$ cat config.mk
export PLATFORM = sky130hd
export DESIGN_NAME = prefix_decoder
export DESIGN_NICKNAME = d
export VERILOG_FILES = /design/src/rtl/pdec_pkg.sv /design/src/rtl/pdec_ctrl.sv /design/src/rtl/pdec_datapath.sv /design/src/rtl/prefix_decoder.sv
export SDC_FILE = /design/constraint.sdc
export NUM_CORES = 1
export LEC_CHECK = 0
export BUFFER_PORTS_ARGS = -buffer_cell sky130_fd_sc_hd__buf_2
export CAP_MARGIN = 40
export CORE_MARGIN = 10
export CORE_UTILIZATION = 33
export CTS_BUF_LIST = sky130_fd_sc_hd__clkbuf_2 sky130_fd_sc_hd__clkbuf_4 sky130_fd_sc_hd__clkbuf_8
export DETAILED_ROUTE_END_ITERATION = 10
export PLACE_DENSITY = 0.59
export SETUP_SLACK_MARGIN = 0.15
export SYNTH_ARGS = -nofsm -noshare
export SYNTH_HDL_FRONTEND = slang
export SYNTH_SLANG_ARGS = --single-unit
$ cat constraint.sdc
create_clock -name clk -period 6.1 [get_ports clk]
set_input_delay 1.83 -clock clk [delete_from_list [all_inputs] [get_ports clk]]
set_output_delay 1.83 -clock clk [all_outputs]
set_load 0.1 [all_outputs]
$ cat src/rtl/pdec_pkg.sv
package pdec_pkg;

  typedef enum logic [1:0] {PG_MAIN, PG_BIT, PG_EXT, PG_IXBIT} page_t;
  typedef enum logic [1:0] {IX_NONE, IX_X, IX_Y} idx_t;
  typedef enum logic [2:0] {
    K_NORMAL, K_SHIFT_SET, K_PORT_PEEK, K_PORT_ZERO, K_REG_JUMP, K_EXT_NOP
  } kind_t;

  typedef struct packed {
    logic  finish;
    logic  drop;
    page_t page;
    idx_t  idx;
    logic  twoFetch;
  } strobe_t;

  localparam logic [7:0] BYTE_BIT = 8'hCB;
  localparam logic [7:0] BYTE_EXT = 8'hED;
  localparam logic [7:0] BYTE_IX  = 8'hDD;
  localparam logic [7:0] BYTE_IY  = 8'hFD;

  localparam int SEL_W = 4;
  localparam logic [SEL_W-1:0] SEL_H     = 4'd4;
  localparam logic [SEL_W-1:0] SEL_L     = 4'd5;
  localparam logic [SEL_W-1:0] SEL_MEM   = 4'd6;
  localparam logic [SEL_W-1:0] SEL_A     = 4'd7;
  localparam logic [SEL_W-1:0] SEL_XH    = 4'd8;
  localparam logic [SEL_W-1:0] SEL_XL    = 4'd9;
  localparam logic [SEL_W-1:0] SEL_YH    = 4'd10;
  localparam logic [SEL_W-1:0] SEL_YL    = 4'd11;
  localparam logic [SEL_W-1:0] SEL_XMEM  = 4'd12;
  localparam logic [SEL_W-1:0] SEL_YMEM  = 4'd13;
  localparam logic [SEL_W-1:0] SEL_NONE  = 4'd15;

endpackage

$ cat src/rtl/pdec_ctrl.sv
module pdec_ctrl
  import pdec_pkg::*;
(
  input  logic       clk,
  input  logic       rstN,
  input  logic       byteValid,
  input  logic [7:0] opByte,
  output strobe_t    strobe
);

  typedef enum logic [2:0] {S_IDLE, S_IDX, S_BIT, S_EXT, S_IXDISP, S_IXOP} state_t;

  state_t stateQ, stateD;
  idx_t   idxQ, idxD;

  logic isIdx, isBit, isExt;
  idx_t byteIdx;

  assign isIdx   = (opByte == BYTE_IX) || (opByte == BYTE_IY);
  assign isBit   = (opByte == BYTE_BIT);
  assign isExt   = (opByte == BYTE_EXT);
  assign byteIdx = (opByte == BYTE_IX) ? IX_X : IX_Y;

  always_comb begin
    stateD          = stateQ;
    idxD            = idxQ;
    strobe.finish   = 1'b0;
    strobe.drop     = 1'b0;
    strobe.page     = PG_MAIN;
    strobe.idx      = IX_NONE;
    strobe.twoFetch = 1'b0;
    if (byteValid) begin
      unique case (stateQ)
        S_IDLE: begin
          if (isBit) stateD = S_BIT;
          else if (isExt) stateD = S_EXT;
          else if (isIdx) begin
            stateD = S_IDX;
            idxD   = byteIdx;
          end else begin
            strobe.finish = 1'b1;
          end
        end
        S_IDX: begin
          if (isIdx) begin
            strobe.drop = 1'b1;
            idxD        = byteIdx;
          end else if (isExt) begin
            strobe.drop = 1'b1;
            idxD        = IX_NONE;
            stateD      = S_EXT;
          end else if (isBit) begin
            stateD = S_IXDISP;
          end else begin
            strobe.finish   = 1'b1;
            strobe.idx      = idxQ;
            strobe.twoFetch = 1'b1;
            stateD          = S_IDLE;
            idxD            = IX_NONE;
          end
        end
        S_BIT: begin
          strobe.finish   = 1'b1;
          strobe.page     = PG_BIT;
          strobe.twoFetch = 1'b1;
          stateD          = S_IDLE;
        end
        S_EXT: begin
          strobe.finish   = 1'b1;
          strobe.page     = PG_EXT;
          strobe.twoFetch = 1'b1;
          stateD          = S_IDLE;
        end
        S_IXDISP: stateD = S_IXOP;
        S_IXOP: begin
          strobe.finish   = 1'b1;
          strobe.page     = PG_IXBIT;
          strobe.idx      = idxQ;
          strobe.twoFetch = 1'b1;
          stateD          = S_IDLE;
          idxD            = IX_NONE;
        end
        default: stateD = S_IDLE;
      endcase
    end
  end

  always_ff @(posedge clk or negedge rstN) begin
    if (!rstN) begin
      stateQ <= S_IDLE;
      idxQ   <= IX_NONE;
    end else begin
      stateQ <= stateD;
      idxQ   <= idxD;
    end
  end

endmodule

$ cat src/rtl/pdec_datapath.sv
module pdec_datapath
  import pdec_pkg::*;
#(
  parameter int PREFIX_NOP_T = 4,
  parameter int EXT_NOP_T    = 8,
  localparam int T_MAX = (PREFIX_NOP_T > EXT_NOP_T) ? PREFIX_NOP_T : EXT_NOP_T,
  localparam int T_W   = $clog2(T_MAX + 1)
)(
  input  logic             clk,
  input  logic             rstN,
  input  logic [7:0]       opByte,
  input  strobe_t          strobe,
  output logic             decodeValid,
  output logic             prefixDrop,
  output logic [1:0]       page,
  output logic [1:0]       idxSel,
  output logic             needDisp,
  output logic [SEL_W-1:0] srcSel,
  output logic [SEL_W-1:0] dstSel,
  output logic [2:0]       kind,
  output logic [1:0]       refreshInc,
  output logic [T_W-1:0]   tStates
);

  logic [2:0]       fldY, fldZ;
  logic [SEL_W-1:0] rawSel [2];
  logic [SEL_W-1:0] mapSel [2];
  kind_t            kindC;
  logic             isBlock, extNop, memUse, rawMem;

  assign fldY    = opByte[5:3];
  assign fldZ    = opByte[2:0];
  assign isBlock = (opByte[7:5] == 3'b101) && !opByte[2];
  assign extNop  = (opByte[7:6] == 2'b00) || (opByte[7] && !isBlock) ||
                   (opByte == 8'h77) || (opByte == 8'h7F);

  always_comb begin
    rawSel[0] = SEL_NONE;
    rawSel[1] = SEL_NONE;
    kindC     = K_NORMAL;
    unique case (strobe.page)
      PG_MAIN: begin
        if (opByte[7:6] == 2'b01 && opByte != 8'h76) begin
          rawSel[1] = {1'b0, fldY};
          rawSel[0] = {1'b0, fldZ};
        end else if (opByte[7:6] == 2'b10) begin
          rawSel[1] = SEL_A;
          rawSel[0] = {1'b0, fldZ};
        end else if (opByte[7:6] == 2'b00) begin
          if (fldZ == 3'd4 || fldZ == 3'd5) begin
            rawSel[1] = {1'b0, fldY};
            rawSel[0] = {1'b0, fldY};
          end else if (fldZ == 3'd6) begin
            rawSel[1] = {1'b0, fldY};
          end
        end
        if (opByte == 8'hE9) kindC = K_REG_JUMP;
      end
      PG_BIT: begin
        rawSel[1] = {1'b0, fldZ};
        rawSel[0] = {1'b0, fldZ};
        if (opByte[7:3] == 5'b00110) kindC = K_SHIFT_SET;
      end
      PG_EXT: begin
        if (opByte[7:6] == 2'b01 && fldY != 3'd6) begin
          if (fldZ == 3'd0) rawSel[1] = {1'b0, fldY};
          if (fldZ == 3'd1) rawSel[0] = {1'b0, fldY};
        end
        if (opByte == 8'h70) kindC = K_PORT_PEEK;
        else if (opByte == 8'h71) kindC = K_PORT_ZERO;
        else if (extNop) kindC = K_EXT_NOP;
      end
      PG_IXBIT: begin
        rawSel[1] = SEL_MEM;
        rawSel[0] = SEL_MEM;
        if (opByte[7:3] == 5'b00110) kindC = K_SHIFT_SET;
      end
      default: ;
    endcase
  end

  assign rawMem = (rawSel[0] == SEL_MEM) || (rawSel[1] == SEL_MEM);
  assign memUse = (strobe.idx != IX_NONE) && rawMem &&
                  (strobe.page == PG_MAIN || strobe.page == PG_IXBIT);

  function automatic logic [SEL_W-1:0] remapSel(input logic [SEL_W-1:0] code,
                                                input idx_t ix, input logic mem);
    logic [SEL_W-1:0] r;
    r = code;
    if (ix != IX_NONE) begin
      if (mem) begin
        if (code == SEL_MEM) r = (ix == IX_X) ? SEL_XMEM : SEL_YMEM;
      end else begin
        if (code == SEL_H) r = (ix == IX_X) ? SEL_XH : SEL_YH;
        if (code == SEL_L) r = (ix == IX_X) ? SEL_XL : SEL_YL;
      end
    end
    return r;
  endfunction

  idx_t effIdx;
  assign effIdx = (strobe.page == PG_MAIN || strobe.page == PG_IXBIT) ? strobe.idx : IX_NONE;

  for (genvar g = 0; g < 2; g++) begin : g_slot
    assign mapSel[g] = remapSel(rawSel[g], effIdx, memUse);
  end

  always_ff @(posedge clk or negedge rstN) begin
    if (!rstN) begin
      decodeValid <= 1'b0;
      prefixDrop  <= 1'b0;
      page        <= 2'd0;
      idxSel      <= 2'd0;
      needDisp    <= 1'b0;
      srcSel      <= SEL_NONE;
      dstSel      <= SEL_NONE;
      kind        <= 3'd0;
      refreshInc  <= 2'd0;
      tStates     <= '0;
    end else begin
      decodeValid <= strobe.finish;
      prefixDrop  <= strobe.drop;
      page        <= 2'd0;
      idxSel      <= 2'd0;
      needDisp    <= 1'b0;
      srcSel      <= SEL_NONE;
      dstSel      <= SEL_NONE;
      kind        <= 3'd0;
      refreshInc  <= 2'd0;
      tStates     <= '0;
      if (strobe.finish) begin
        page       <= strobe.page;
        idxSel     <= effIdx;
        needDisp   <= memUse;
        srcSel     <= mapSel[0];
        dstSel     <= mapSel[1];
        kind       <= kindC;
        refreshInc <= strobe.twoFetch ? 2'd2 : 2'd1;
        tStates    <= (kindC == K_EXT_NOP) ? T_W'(EXT_NOP_T) : '0;
      end else if (strobe.drop) begin
        refreshInc <= 2'd1;
        tStates    <= T_W'(PREFIX_NOP_T);
      end
    end
  end

endmodule

$ cat src/rtl/prefix_decoder.sv
module prefix_decoder
  import pdec_pkg::*;
#(
  parameter int PREFIX_NOP_T = 4,
  parameter int EXT_NOP_T    = 8,
  localparam int T_MAX = (PREFIX_NOP_T > EXT_NOP_T) ? PREFIX_NOP_T : EXT_NOP_T,
  localparam int T_W   = $clog2(T_MAX + 1)
)(
  input  logic           clk,
  input  logic           rstN,
  input  logic           byteValid,
  input  logic [7:0]     opByte,
  output logic           decodeValid,
  output logic           prefixDrop,
  output logic [1:0]     page,
  output logic [1:0]     idxSel,
  output logic           needDisp,
  output logic [3:0]     srcSel,
  output logic [3:0]     dstSel,
  output logic [2:0]     kind,
  output logic [1:0]     refreshInc,
  output logic [T_W-1:0] tStates
);

  strobe_t strobe;

  pdec_ctrl u_ctrl (
    .clk       (clk),
    .rstN      (rstN),
    .byteValid (byteValid),
    .opByte    (opByte),
    .strobe    (strobe)
  );

  pdec_datapath #(
    .PREFIX_NOP_T (PREFIX_NOP_T),
    .EXT_NOP_T    (EXT_NOP_T)
  ) u_dp (
    .clk         (clk),
    .rstN        (rstN),
    .opByte      (opByte),
    .strobe      (strobe),
    .decodeValid (decodeValid),
    .prefixDrop  (prefixDrop),
    .page        (page),
    .idxSel      (idxSel),
    .needDisp    (needDisp),
    .srcSel      (srcSel),
    .dstSel      (dstSel),
    .kind        (kind),
    .refreshInc  (refreshInc),
    .tStates     (tStates)
  );

endmodule

==> results.yml, run 1 <==
power_and_ir_drop:
  peakVddDrop_mv: 0.184
  switchingPower_mw: 0.423
  internal-power_mw: 0.384
  p_per_area_nw_per_um2: 382
  pwr-share-clk: 0.122
  pwr-share-comb: 0.569
  leakagePower_nw: 0.884
  totalPowerFinal_mw: 0.807
  sw_frac_of_total: 0.524
  power_frac_seq: 0.310
synthesis:
  synth_edf_count: 0
  synth_cell_types: 65
  synth_top_area_share: 0.251
  ys.flop_type: "dfrtp_1"
  yosys-top-cells-area: "dfrtp_1 25%, dfstp_2 11%, nor2_1 3.4%, nand2_1 2.8%, ha_1 2.6%"
  ys_warn_count: 0
  synth_top_area_cell: "dfrtp_1"
  syn-cell-area_um2: 1890
  synth_cells: 211
  synthArstFlopShare: 1.00
  avgSynthCellArea_um2: 8.98
  synth_seq_area_share: 0.362
  ys_ff_latch: 27
die:
  start_util: 0.342
  fp.dieW_um: 95.8
  row_count: 27
  fp.dieH_um: 95.8
  core_um2: 5540
  fp.dieArea_um2: 9170
  ios: 35
cells_and_area:
  final_common_cell: "buf_2"
  utilization: 0.382
  layout_common_cells: "32 x buf_2, 19 x dfrtp_1, 17 x nor2_1, 14 x nand2_1, 10 x inv_1"
  nets: 249
  antenna_cells: 0
  n_fill_cell: 573
  areaGrowthSynthToFinish_pct: 11.7
  layout.cells.non_filler: 305
  final_layout_size_suffix_gt1_frac: 0.253
routing:
  dr.pass1.iters: 4
  via_count: 1731
  drt-initial-drc-count: 240
  drcViolationCount: 0
  drt-total-wl_um: 4810
  final_antenna_net_count: 0
  vias_per_cell: 5.68
  post_drt_wl_per_cell_um: 15.8
run_status:
  status: "finished, final reports clean"
cts:
  ctsRootBufferMaster: "clkbuf_8"
  clk_pin_slew_worst_paths_ps: 80
  tritoncts: "yes"
  htreeDepth: 1
  cts.path.max_buffers: 2
  clkLatencyLatePin_ps: 260
  cts_buffers: 3
  numClockSinks: 27
  cts_setup_buffers: 0
  hold_buffers: 0
  cts_resized: 0
run:
  max_cap_violations: 0
hold_path:
  min_from: "u_ctrl.idxQ[1]"
  worst_hold_path_type: "reg -> reg"
  min_to: "u_ctrl.idxQ[1]"
  holdPathStages: 2
worst_setup_path:
  rr_endpoint: "u_dp.dstSel[2]"
  worst_setup_path_start_kind: "primary input"
  critical_path_arrival_ps: 4440
  path_class: "in -> reg"
  startpoint: "byteValid"
  reg2reg_depth: 12
  end_kind: "flip-flop"
  crit_path_max_fanout: 14
  r2r_slack_ps: 2610
  required_ps: 6290
  r2r-start: "u_ctrl.stateQ[2]"
grt:
  antenna_found_initial: 0
  grt_pass1_vias: 1624
  grtUsageTotal: 0.106
  grt_max_degree: 28
  grt_pass1_wl_um: 8080
  overflow: 0
sta:
  period_share: 0.697
  final_hold_viol_count: 0
  worst-slew-pin-transition_ps: 622
  setup_tns_ps: 0
  drv_slew: 0
  fmax_mhz: 235
  finalSetupViolations: 0
  finClkSkew_ps: 3.32
  post-route-min-period_ps: 4250
  post-route-worst-setup-slack_ps: 1850
  rsz0062_at_grt: "no"
  slew_headroom: 0.582
placement:
  pre_cts_ws_ps: 1600
  dp_cells: 301
  hpwl_um: 3740
  io_buffers: 32
  place.gp.congestion: 0.955
## per-layer routing
layer	vias to the layer above	routed length, um	track usage
li1	839	-	-
met1	826	2270	0.154
met2	62	2020	0.153
met3	4	464	0.0249
met4	0	55	0.0258
met5	-	0	0
## worst max-delay path by stage
| stage | slack [ps] | cells past startpoint | endpoint |
|---|---|---|---|
| detailed placement | 1600 | 11 | u_dp.dstSel[2] |
| CTS | 1860 | 11 | u_dp.dstSel[2] |
| finish | 1850 | 11 | u_dp.dstSel[2] |
| global placement | 1670 | 11 | u_dp.dstSel[2] |
| global route | 1630 | 11 | u_dp.dstSel[2] |
| floorplan | 1970 | 11 | u_dp.dstSel[2] |
## Yosys cell counts, drive strengths merged, types with 3 or more instances
cell    number
a31oi        5
a21oi        9
or4b         3
ha           4
dfstp        8
o21a         3
nor2b        3
nand3        4
nor3        10
nor2        18
o21ai        9
nand2       14
o31ai        5
inv         10
nor4         4
or3          6
o31a         3
nand2b       5
buf         10
nor4b        3
a21boi       4
dfrtp       19
clkbuf       6
## flip-flops by register name, summed over array words and instances (netlist names)
name / flops
u_ctrl.stateQ: 3
u_dp.page: 2
u_dp.needDisp: 1
u_dp.decodeValid: 1
u_dp.srcSel: 4
u_dp.prefixDrop: 1
u_dp.kind: 3
u_dp.tStates: 2
u_dp.idxSel: 2
u_dp.refreshInc: 2
u_ctrl.idxQ: 2
u_dp.dstSel: 4
## critical path, cell delays in order
cell and delay (ps):
buf_2 160, nand2_1 80, a21oi_1 230, inv_1 100
ha_1 360, or2_2 380, a221oi_1 270, a32o_2 270
nor3_2 80, or4b_1 530, a21boi_1 150
## final cells by class
| type | instances | area (um^2) | share of cell area |
|---|---|---|---|
| flip-flops and latches | 27 | 686 | 0.324 |
| clock buffers | 4 | 48.8 | 0.0231 |
| inverters | 10 | 37.5 | 0.0177 |
| well taps | 72 | 90.1 | 0.0426 |
| repair buffers | 33 | 168 | 0.0792 |
| multi-input cells | 159 | 1090 | 0.513 |
## cell families (layout without fill, tap and decap cells)
family                   after synthesis  in the layout  synth area share
buffers and inverters                 26             47            0.0667
AO/OA/AOI/OAI                         66             66             0.268
adder cells (fa/ha/maj)                4              4            0.0264
XOR/XNOR                               1              1           0.00462
AND/OR/NAND/NOR                       84             84             0.260
multiplexers                           2              2            0.0112
flip-flops                            27             27             0.362
other                                  1              2           0.00198
## power by group through the flow
stage | logic (mW) | clock network (mW) | registers [mW]
after floorplan | 0.207 | 0 | 0.429
after global placement | 0.458 | 0 | 0.252
after detailed placement | 0.457 | 0 | 0.253
after CTS | 0.459 | 0.101 | 0.249
after global routing | 0.491 | 0.109 | 0.256
final | 0.459 | 0.0984 | 0.250
## stage by stage
step | hold WS, ps | instance area [um^2]
final | 559 | 2120
after global routing | 593 | 2120
after CTS | 559 | 2120
after detailed placement | 543 | 2070
after global placement | 517 | 2070
after floorplan | 494 | 1900
Note: power is estimated with default switching activity, not from simulation.
==> run 2, diff against run 1 <==
PLACE_DENSITY = 0.61   (was 0.59)
clock period = 3.9 ns   (was 6.1 ns; I/O delays follow)
==> results.yml, run 2 (synthesized netlist as in run 1, its figures left out) <==
run_status:
  status: "finished, final reports clean"
die:
  fp.dieArea_um2: 9170
  start_util: 0.342
  ios: 35
  row_count: 27
  core_um2: 5540
  fp.dieW_um: 95.8
  fp.dieH_um: 95.8
sta:
  period_share: 0.877
  fmax_mhz: 292
  post-route-min-period_ps: 3420
  slew_headroom: 0.607
  hold_ws_ps: 548
  post-route-worst-setup-slack_ps: 479
  final_hold_viol_count: 0
  drv_slew: 0
  worst-slew-pin-transition_ps: 575
  finClkSkew_ps: 1.93
  finalSetupViolations: 0
  setup_tns_ps: 0
  rsz0062_at_grt: "no"
cts:
  tritoncts: "yes"
  cts_resized: 0
  ctsRootBufferMaster: "clkbuf_8"
  cts_buffers: 3
  cts.path.max_buffers: 2
  numClockSinks: 27
  htreeDepth: 1
  hold_buffers: 0
  cts_setup_buffers: 0
  clkLatencyLatePin_ps: 260
  clk_pin_slew_worst_paths_ps: 80
power_and_ir_drop:
  leakagePower_nw: 0.894
  peakVddDrop_mv: 0.274
  p_per_area_nw_per_um2: 595
  totalPowerFinal_mw: 1.27
run:
  max_cap_violations: 0
cells_and_area:
  layout.cells.non_filler: 307
  reg.largest.list: "u_dp.dstSel: 4 flops, u_dp.srcSel: 4 flops"
  final_layout_size_suffix_gt1_frac: 0.260
  stdcell_area_um2: 2130
  final_common_cell: "buf_2"
  utilization: 0.385
  antenna_cells: 0
  nets: 251
  areaGrowthSynthToFinish_pct: 12.5
  n_fill_cell: 581
  layout_common_cells: "32 x buf_2, 19 x dfrtp_1, 17 x nor2_1, 14 x nand2_1, 10 x inv_1"
routing:
  drcViolationCount: 0
  vias_per_cell: 5.63
  via_count: 1727
  final_antenna_net_count: 0
  dr.pass1.iters: 4
  drt-total-wl_um: 4760
  drt-initial-drc-count: 165
  post_drt_wl_per_cell_um: 15.5
placement:
  dp_cells: 303
  dpl_cell_area_um2: 2080
  io_buffers: 32
  pre_cts_ws_ps: 229
  hpwl_um: 3730
  place.gp.congestion: 0.917
worst_setup_path:
  r2r-start: "u_ctrl.stateQ[0]"
  slowest_stage: "or4b_1"
  critical_path_arrival_ps: 3610
  rr_endpoint: "u_dp.dstSel[2]"
  crit_buf_inv: 2
  end_kind: "flip-flop"
  max_stage_delay_ps: 540
  crit_family: "simple AND/OR/NAND/NOR gates"
  r2r_slack_ps: 600
  crit_path_max_fanout: 9
  path_class: "in -> reg"
  reg2reg_depth: 11
  required_ps: 4090
  worst_setup_path_start_kind: "primary input"
  path_cells: "buf_2 > nand2_1 > a21oi_1 > inv_1 > ha_1 > or2_2 > a221oi_1 > a32o_2 > nor3_2 > or4b_1 > a21boi_1"
grt:
  grt_max_degree: 28
  grtUsageTotal: 0.106
  antenna_found_initial: 0
  grt_pass1_vias: 1645
  grt_pass1_wl_um: 8020
  overflow: 0
hold_path:
  min_to: "u_ctrl.idxQ[0]"
  worst_hold_path_type: "reg -> reg"
  min_from: "u_ctrl.idxQ[0]"
  holdPathStages: 1
==> run 2: worst max path at each step <==
stage                    from        endpoint  slack [ps]  cells past startpoint
CTS                 byteValid  u_dp.dstSel[2]         500                     11
floorplan           byteValid  u_dp.dstSel[2]         430                     11
finish              byteValid  u_dp.dstSel[2]         480                     11
global route        byteValid  u_dp.dstSel[2]         300                     11
detailed placement  byteValid  u_dp.dstSel[2]         230                     11
global placement    byteValid  u_dp.dstSel[2]         310                      9
==> run 2: final cells by class <==
type	count	area, um^2	share of cell area
multi-input combinational	159	1090	0.510
sequential	27	686	0.322
timing repair buffer	35	183	0.0857
tap	72	90.1	0.0423
clock buffer	4	48.8	0.0229
inverter	10	37.5	0.0176
==> run 2: layer usage <==
metal	GRT usage	routed length [um]	vias to the layer above	share of wire
li1	-	-	848	-
met3	0.0288	494	2	0.10
met4	0.0393	42	0	0.0088
met1	0.152	2200	801	0.46
met2	0.147	2020	76	0.42
met5	0	0	-	0
==> run 2: power by group <==
group          leakage [nW]  switching (mW)  internal, mW
Combinational         0.528           0.547         0.180
Clock                0.0262          0.0727        0.0798
Sequential            0.339          0.0410         0.348
Total                 0.894           0.660         0.608
==> run 3, diff against run 2 <==
CTS_BUF_LIST = default   (was sky130_fd_sc_hd__clkbuf_2 sky130_fd_sc_hd__clkbuf_4 sky130_fd_sc_hd__clkbuf_8)
==> results.yml, run 3 (synthesized netlist as in run 1, its figures left out) <==
run_status:
  status: "finished, final reports clean"
grt:
  antenna_found_initial: 0
  grt_pass1_vias: 1645
  grt_max_degree: 28
  overflow: 0
  grt_pass1_wl_um: 8020
  grtUsageTotal: 0.106
worst_setup_path:
  worst_setup_path_start_kind: "primary input"
  critical_path_arrival_ps: 3610
  crit_path_max_fanout: 9
  required_ps: 4090
  end_kind: "flip-flop"
  path_class: "in -> reg"
cts:
  clkLatencyLatePin_ps: 260
  cts_resized: 0
  tritoncts: "yes"
  hold_buffers: 0
  cts.path.max_buffers: 2
  htreeDepth: 1
  clk_pin_slew_worst_paths_ps: 80
  cts_setup_buffers: 0
  numClockSinks: 27
  ctsRootBufferMaster: "clkbuf_8"
  cts_buffers: 3
die:
  row_count: 27
  fp.dieW_um: 95.8
  start_util: 0.342
  fp.dieH_um: 95.8
  ios: 35
  core_um2: 5540
  fp.dieArea_um2: 9170
power_and_ir_drop:
  p_per_area_nw_per_um2: 593
  leakagePower_nw: 0.890
  peakVddDrop_mv: 0.274
cells_and_area:
  layout_common_cells: "32 x buf_2, 19 x dfrtp_1, 17 x nor2_1, 14 x nand2_1, 10 x inv_1"
  reg.largest.list: "u_dp.dstSel: 4 flops, u_dp.srcSel: 4 flops"
  utilization: 0.384
  antenna_cells: 0
  final_layout_size_suffix_gt1_frac: 0.255
  n_fill_cell: 582
  stdcell_area_um2: 2130
  areaGrowthSynthToFinish_pct: 12.3
  nets: 251
  layout.cells.non_filler: 307
  final_common_cell: "buf_2"
sta:
  fmax_mhz: 292
  post-route-min-period_ps: 3420
  final_hold_viol_count: 0
  slew_headroom: 0.616
  rsz0062_at_grt: "no"
  finClkSkew_ps: 2.89
  worst-slew-pin-transition_ps: 561
  period_share: 0.878
  setup_tns_ps: 0
  drv_slew: 0
  post-route-worst-setup-slack_ps: 475
  finalSetupViolations: 0
placement:
  hpwl_um: 3730
  dpl_cell_area_um2: 2080
  io_buffers: 32
  place.gp.congestion: 0.917
  dp_cells: 303
  pre_cts_ws_ps: 229
routing:
  post_drt_wl_per_cell_um: 15.6
  vias_per_cell: 5.61
  dr.pass1.iters: 4
  drt-initial-drc-count: 167
  drt-total-wl_um: 4780
  final_antenna_net_count: 0
  via_count: 1721
  drcViolationCount: 0
run:
  max_cap_violations: 0
hold_path:
  worst_hold_path_type: "reg -> reg"
[run 3: power by group]
| group | switching, mW | internal [mW] | leakage [nW] | total (mW) |
|---|---|---|---|---|
| sequential | 0.0411 | 0.348 | 0.339 | 0.389 |
| combinational | 0.548 | 0.180 | 0.528 | 0.728 |
| clock | 0.0721 | 0.0728 | 0.0228 | 0.145 |
| total | 0.661 | 0.601 | 0.890 | 1.26 |
[run 3: metrics by stage]
step / total power, mW / hold slack, ps
floorplan: 0.996 / 494
global route: 1.35 / 569
detailed placement: 1.12 / 525
CTS: 1.27 / 552
finish: 1.26 / 549
global placement: 1.12 / 517
[run 3: layout make-up]
class                           count  area [um^2]  area share
Timing Repair Buffer               35          183      0.0859
Sequential cell                    27          686       0.322
Inverter                           10         37.5      0.0176
Multi-Input combinational cell    159         1090       0.511
Tap cell                           72         90.1      0.0424
Clock buffer                        4         45.0      0.0212
[run 3: path summary, 6_finish.rpt]
path | from | endpoint | slack, ps | cells after the start
setup / recovery | byteValid | u_dp.dstSel[2] | 480 | 11
hold / removal | u_ctrl.idxQ[0] | u_ctrl.idxQ[0] | 550 | 1
setup reg to reg | u_ctrl.stateQ[0] | u_dp.dstSel[2] | 600 | 11
hold reg to reg | u_ctrl.idxQ[0] | u_ctrl.idxQ[0] | 550 | 1
max in group asynchronous | rstN | u_dp.dstSel[1] | 2640 | 1
min in group asynchronous | rstN | u_ctrl.stateQ[0] | 880 | 1
[run 3: worst max-delay path: stages]
cell	delay, ps
buf_2	160
nand2_1	90
a21oi_1	220
inv_1	100
ha_1	210
or2_2	320
a221oi_1	300
a32o_2	260
nor3_2	80
or4b_1	540
a21boi_1	150
[run 3: per-layer routing]
layer	track usage	share of wire
met3	0.0288	0.11
met1	0.152	0.46
met5	0	0
met4	0.0393	0.0088
met2	0.147	0.42
